`config.mk`:
```
export PLATFORM = sky130hd
export DESIGN_NAME = adc_conv_seq
export DESIGN_NICKNAME = d
export VERILOG_FILES = /design/src/rtl/adc_seq_pkg.sv /design/src/rtl/adc_edge_sync.sv /design/src/rtl/adc_sar_engine.sv /design/src/rtl/adc_serial_out.sv /design/src/rtl/adc_conv_seq.sv
export SDC_FILE = /design/constraint.sdc
export NUM_CORES = 1
export LEC_CHECK = 0
export BUFFER_PORTS_ARGS = -buffer_cell sky130_fd_sc_hd__buf_2
export CORE_MARGIN = 1
export CORE_UTILIZATION = 28
export DETAILED_ROUTE_END_ITERATION = 8
export SLEW_MARGIN = 20
export SYNTH_ARGS = -nofsm -noshare
export SYNTH_HDL_FRONTEND = slang
export SYNTH_SLANG_ARGS = --single-unit
```
`constraint.sdc`:
```
create_clock -name clk -period 4.3 [get_ports clk]
set_input_delay 0.645 -clock clk [delete_from_list [all_inputs] [get_ports clk]]
set_output_delay 0.645 -clock clk [all_outputs]
set_load 0.01 [all_outputs]
```
`src/rtl/adc_seq_pkg.sv`:
```
package adc_seq_pkg;
  typedef enum logic [1:0] {
    SEQ_SLEEP = 2'd0,
    SEQ_TRACK = 2'd1,
    SEQ_CONV  = 2'd2
  } seq_state_e;

  // Channel for the next conversion: second channel when the last result
  // was not fully shifted out.
  function automatic logic pick_chan(input logic fully_read);
    return !fully_read;
  endfunction
endpackage

```
`src/rtl/adc_edge_sync.sv`:
```
module adc_edge_sync #(
  parameter int unsigned STAGES = 2
) (
  input  logic clk,
  input  logic rst_n,
  input  logic async_in,
  output logic level,
  output logic rise,
  output logic fall
);
  logic [STAGES-1:0] chain;
  logic              last;

  always_ff @(posedge clk or negedge rst_n) begin
    if (!rst_n) begin
      chain <= '0;
      last  <= 1'b0;
    end else begin
      chain <= {chain[STAGES-2:0], async_in};
      last  <= chain[STAGES-1];
    end
  end

  assign level = chain[STAGES-1];
  assign rise  = level & ~last;
  assign fall  = ~level & last;
endmodule

```
`src/rtl/adc_sar_engine.sv`:
```
module adc_sar_engine #(
  parameter int unsigned W = 12
) (
  input  logic         clk,
  input  logic         rst_n,
  input  logic         go,
  input  logic         cmp_ge,
  output logic [W-1:0] trial,
  output logic         active,
  output logic         done,
  output logic [W-1:0] result
);
  localparam int unsigned IW = $clog2(W);

  logic [W-1:0]  code_q;
  logic [IW-1:0] idx_q;

  // One search step: decide bit idx, then raise the next lower trial bit.
  function automatic logic [W-1:0] sar_step(input logic [W-1:0] code,
                                             input logic [IW-1:0] idx,
                                             input logic keep);
    logic [W-1:0] nxt;
    nxt = code;
    if (!keep) nxt[idx] = 1'b0;
    if (idx != '0) nxt[idx-1] = 1'b1;
    return nxt;
  endfunction

  always_ff @(posedge clk or negedge rst_n) begin
    if (!rst_n) begin
      code_q <= '0;
      idx_q  <= '0;
      active <= 1'b0;
      done   <= 1'b0;
      result <= '0;
    end else begin
      done <= 1'b0;
      if (go) begin
        code_q <= {1'b1, {(W-1){1'b0}}};
        idx_q  <= IW'(W-1);
        active <= 1'b1;
      end else if (active) begin
        code_q <= sar_step(code_q, idx_q, cmp_ge);
        if (idx_q == '0) begin
          active <= 1'b0;
          done   <= 1'b1;
          result <= sar_step(code_q, idx_q, cmp_ge);
        end else begin
          idx_q <= idx_q - 1'b1;
        end
      end
    end
  end

  assign trial = active ? code_q : '0;
endmodule

```
`src/rtl/adc_serial_out.sv`:
```
module adc_serial_out #(
  parameter int unsigned W = 12
) (
  input  logic         clk,
  input  logic         rst_n,
  input  logic         load,
  input  logic [W-1:0] data,
  input  logic         sck_rise,
  input  logic         sck_fall,
  output logic         sdo,
  output logic         read_done
);
  localparam int unsigned CW = $clog2(W + 1);

  logic [W-1:0]  shreg;
  logic [CW-1:0] fall_cnt;
  logic [CW-1:0] rise_cnt;

  always_ff @(posedge clk or negedge rst_n) begin
    if (!rst_n) begin
      shreg    <= '0;
      fall_cnt <= '0;
      rise_cnt <= CW'(W);
    end else if (load) begin
      shreg    <= data;
      fall_cnt <= '0;
      rise_cnt <= '0;
    end else begin
      if (sck_rise && rise_cnt < CW'(W)) rise_cnt <= rise_cnt + 1'b1;
      if (sck_fall && fall_cnt < CW'(W-1)) begin
        shreg    <= {shreg[W-2:0], 1'b0};
        fall_cnt <= fall_cnt + 1'b1;
      end
    end
  end

  assign sdo       = shreg[W-1];
  assign read_done = (rise_cnt == CW'(W));
endmodule

```
`src/rtl/adc_conv_seq.sv`:
```
module adc_conv_seq
  import adc_seq_pkg::*;
#(
  parameter int unsigned RES_BITS    = 12,
  parameter int unsigned ACQ_CYCLES  = 350,
  parameter int unsigned SYNC_STAGES = 2
) (
  input  logic                clk,
  input  logic                rst_n,
  input  logic                cnv_start,
  input  logic                sclk,
  input  logic                cmp_ge,
  output logic [RES_BITS-1:0] dac_code,
  output logic                trk_en,
  output logic                cur_chan,
  output logic                sdo,
  output logic                busy,
  output logic                pwr_down,
  output logic                acq_err
);
  localparam int unsigned AW = $clog2(ACQ_CYCLES + 1);

  seq_state_e          state;
  logic [AW-1:0]       acq_cnt;
  logic                start_lvl, start_rise, start_fall;
  logic                sck_lvl, sclk_rise, sclk_fall;
  logic                conv_go, sar_active, sar_done, res_load, read_done;
  logic [RES_BITS-1:0] sar_result;

  adc_edge_sync #(.STAGES(SYNC_STAGES)) u_start_sync (
    .clk(clk), .rst_n(rst_n), .async_in(cnv_start),
    .level(start_lvl), .rise(start_rise), .fall(start_fall)
  );

  adc_edge_sync #(.STAGES(SYNC_STAGES)) u_sclk_sync (
    .clk(clk), .rst_n(rst_n), .async_in(sclk),
    .level(sck_lvl), .rise(sclk_rise), .fall(sclk_fall)
  );

  assign conv_go  = (state == SEQ_TRACK) && start_fall;
  assign res_load = sar_done;

  always_ff @(posedge clk or negedge rst_n) begin
    if (!rst_n) begin
      state    <= SEQ_SLEEP;
      acq_cnt  <= '0;
      cur_chan <= 1'b0;
      acq_err  <= 1'b0;
    end else begin
      unique case (state)
        SEQ_SLEEP: if (start_rise) begin
          state    <= SEQ_TRACK;
          acq_cnt  <= '0;
          acq_err  <= 1'b0;
          cur_chan <= pick_chan(read_done);
        end
        SEQ_TRACK: if (start_fall) begin
          state   <= SEQ_CONV;
          acq_err <= (acq_cnt < AW'(ACQ_CYCLES - 1));
        end else if (acq_cnt < AW'(ACQ_CYCLES)) begin
          acq_cnt <= acq_cnt + 1'b1;
        end
        SEQ_CONV: if (sar_done) state <= SEQ_SLEEP;
        default: state <= SEQ_SLEEP;
      endcase
    end
  end

  adc_sar_engine #(.W(RES_BITS)) u_sar (
    .clk(clk), .rst_n(rst_n), .go(conv_go), .cmp_ge(cmp_ge),
    .trial(dac_code), .active(sar_active), .done(sar_done),
    .result(sar_result)
  );

  adc_serial_out #(.W(RES_BITS)) u_sout (
    .clk(clk), .rst_n(rst_n), .load(res_load), .data(sar_result),
    .sck_rise(sclk_rise), .sck_fall(sclk_fall),
    .sdo(sdo), .read_done(read_done)
  );

  assign trk_en   = (state == SEQ_TRACK);
  assign busy     = (state != SEQ_SLEEP);
  assign pwr_down = (state == SEQ_SLEEP);
endmodule

```
==> impl_metrics.toml <==
[cells_and_area]
syn2layout_area_growth_pct = 17.2
stdcell_area_sq_um = 4080
seq_area_sq_um = 1730
n_fill_cell = 1231
fin_nets = 390
multiInputGateArea_sq_um = 1610
drive_gt1_frac = 0.145
num_antenna_cells = 0

[drt]
wirelength_um = 7280
dr_total_vias = 2606
first_pass_iters = 4
vias_per_cell = 4.76
antenna_left = 0
drc = 0
wl_per_cell_um = 13.3
drtIter0Drc = 104

[setup_path]
end_kind = "flip-flop"
cp_slowest_stage_delay_ps = 600
cp_max_fo = 17
crit_type = "flip-flop to flip-flop"
worstPathCellList = "inv_1 > ha_1 > or3b_4 > or3_1 > clkinv_4 > mux2_1"
slowest_stage = "or3_1"
cp_data_arrival_time_ps = 2750
critPathRequiredTime_ps = 4510
worstSetupStartpointType = "flip-flop"

[floorplanning]
core_sq_um = 12100
rows = 40
io_pins = 23
initial_core_util = 0.288
dieArea_sq_um = 12900
die_x_um = 113
fp.dieH_um = 113

[placed_design]
placed_cell_area_sq_um = 3740
dp_hpwl_um = 5060
place_ws_ps = 1760
gp_congestion = 0.848
portBuffers = 22

[synthesis]
syn_area_sq_um = 3480
yosys.cell_types.count = 53
synth-edff-count = 0
synth.largest_area_cell = "dfrtp_1"
yosysTopAreaCellShare = 0.482
ys_warn_count = 0
synth_mux_area_frac = 0.0579
synth_top_family_by_area = "simple AND/OR/NAND/NOR gates"
synth_nets = 371
ys_seq_area_frac = 0.497
synth-compound-area-share = 0.172
async_flop_share = 1.00
synth.avg_cell_area_sq_um = 9.77
synthTopCellsByArea = "dfrtp_1, o21ai_0, mux2i_1"
yosys.area_share.simple = 0.183
netlist_instances = 356
synth_top_flop_cell = "dfrtp_1"
synth_fa_ha_area_frac = 0.0360
ys_ff_latch = 69
synthXorXnorAreaFrac = 0.0151

[sta]
hold_viol = 0
period_minus_slack_ps = 2540
max_freq_mhz = 394
worst_slack_ps = 1760
tns_ps = 0
finalClockSkew_ps = 9.80
finalCritPeriodShare = 0.591
grt_setup_unrepaired = "false"
finalSetupViolations = 0
hold_slack_ps = 347
drv_slew = 0
tightest_slew_ps = 899
slew_headroom = 0.399

[status]
status = "finished clean"

[clock_network]
cts_max_path_buffers = 2
cts.sinks = 69
ctsHoldBuffers = 0
cts_tree = "done"
cts_max_level = 3
clock_latency_ps = 330
cts.clk_slew.worst_paths_ps = 50
post-cts-setup-buffer-count = 0
ctsResizeCount = 0
cts_made_buffers = 9
cts_root_buffer = "clkbuf_16"

[power_and_ir_drop]
power_leakage_nw = 1.80
worst_ir_drop_vdd_mv = 0.232
power_density_nw_per_um2 = 754

[job]
drv_cap = 0

[grt]
groute.usage.overall = 0.123
grt_pass1_vias = 2617
antenna_found_initial = 0
grt_max_degree = 40
grt_pass1_wl_um = 12600
overflow = 0

[worst_hold_path]
hold_class = "flip-flop to flip-flop"
placed cells by master (no fill, tap or decap), types with 2 or more instances in the layout:
| cell type | n |
|---|---|
| or2_2 | 5 |
| xor2_1 | 3 |
| nand2_1 | 43 |
| and3_1 | 2 |
| nand2b_1 | 14 |
| a31oi_1 | 4 |
| xnor2_1 | 3 |
| bufinv_16 | 3 |
| nand3_1 | 10 |
| nand4_1 | 2 |
| o21ba_2 | 2 |
| nand3b_1 | 2 |
| a2bb2oi_1 | 2 |
| dfrtp_1 | 67 |
| dfstp_2 | 2 |
| o21ai_1 | 6 |
| o21ai_2 | 2 |
| o211ai_1 | 2 |
| buf_4 | 2 |
| clkinv_4 | 2 |
| a211oi_1 | 5 |
| inv_1 | 12 |
| nor3b_1 | 2 |
| ha_1 | 10 |
| nor2b_1 | 2 |
| o2111ai_1 | 3 |
| and2_1 | 12 |
| o2bb2ai_1 | 2 |
| clkbuf_16 | 9 |
| or3_1 | 3 |
| a21oi_1 | 14 |
| o21a_1 | 6 |
| buf_2 | 22 |
| nor2_1 | 19 |
| mux2i_1 | 19 |
| o21ai_0 | 40 |
| a41oi_1 | 2 |
where the power goes:
part           internal, mW  switching (mW)
Clock                 0.566           0.280
Combinational         0.455           0.643
Sequential            0.913           0.217
Total                  1.93            1.14
cell families (layout without fill, tap and decap cells):
kind of cell | after synthesis | count (layout)
simple gates | 124 | 124
fa+ha+maj | 10 | 10
flops | 69 | 69
buf+inv | 30 | 54
compound gates | 97 | 97
mux | 20 | 20
xor+xnor | 6 | 6
metal layers:
| layer | share of wire | global-route usage | vias to the layer above | wire (um) |
|---|---|---|---|---|
| li1 | - | - | 1293 | - |
| met1 | 0.48 | 0.163 | 1254 | 3510 |
| met2 | 0.47 | 0.191 | 48 | 3440 |
| met3 | 0.033 | 0.0319 | 11 | 243 |
| met4 | 0.011 | 0.0482 | 0 | 83 |
| met5 | 0 | 0 | - | 0 |
synth_stat cells, drive strengths merged (3+ instances only):
| library cell | instances |
|---|---|
| dfrtp | 67 |
| o21ai | 48 |
| nand2 | 43 |
| mux2i | 19 |
| nor2 | 19 |
| a21oi | 14 |
| nand2b | 14 |
| inv | 13 |
| and2 | 12 |
| clkbuf | 11 |
| ha | 10 |
| nand3 | 10 |
| o21a | 6 |
| a211oi | 5 |
| buf | 5 |
| or2 | 5 |
| a31oi | 4 |
| o2111ai | 3 |
| or3 | 3 |
| xnor2 | 3 |
| xor2 | 3 |
through the flow:
stage               power [mW]  std cells   util
CTS                       3.10        548  0.338
detailed placement        2.24        532  0.310
global placement          2.21        532  0.310
global route              3.31        548  0.338
floorplan                 1.89        356      -
finish                    3.07        548  0.338
path summary, 6_finish.rpt:
| check | startpoint | end | slack, ps | cells past startpoint |
|---|---|---|---|---|
| max in group asynchronous | rst_n | u_sout.rise_cnt[3] | 2900 | 2 |
| min reg2reg | u_start_sync.chain[0] | u_start_sync.chain[1] | 350 | 0 |
| max | u_sar.idx_q[0] | u_sar.result[0] | 1760 | 6 |
| min | u_start_sync.chain[0] | u_start_sync.chain[1] | 350 | 0 |
| max reg2reg | u_sar.idx_q[0] | u_sar.result[0] | 1760 | 6 |
| min in group asynchronous | rst_n | u_sout.shreg[4] | 430 | 1 |
critical path: cells and delay by family (launching register included):
kind,cells,cell delay (ps)
muxes,1,320
DFF,1,420
adders and majority gates,1,310
and+or+nand+nor,2,1030
buffers and inverters,2,350
final cells by class:
class	instances	share of cell area
timing repair buffer	24	0.0307
clock inverter	6	0.0273
multi-input combinational	257	0.396
tap	168	0.0516
inverter	14	0.0141
clock buffer	10	0.0562
sequential	69	0.424
sequential cells by signal, summed over array words and instances (netlist names):
name and flops:
u_start_sync.chain 2, u_sout.shreg 12, u_sar.result 12, u_start_sync.last 1, acq_cnt 9, u_sout.fall_cnt 4
u_sclk_sync.chain 2, u_sar.active 1, state 2, u_sar.done 1, u_sout.rise_cnt 4, u_sar.idx_q 4
u_sclk_sync.last 1, u_sar.code_q 12, cur_chan 1, acq_err 1
Power figures use the tool's default switching activity.
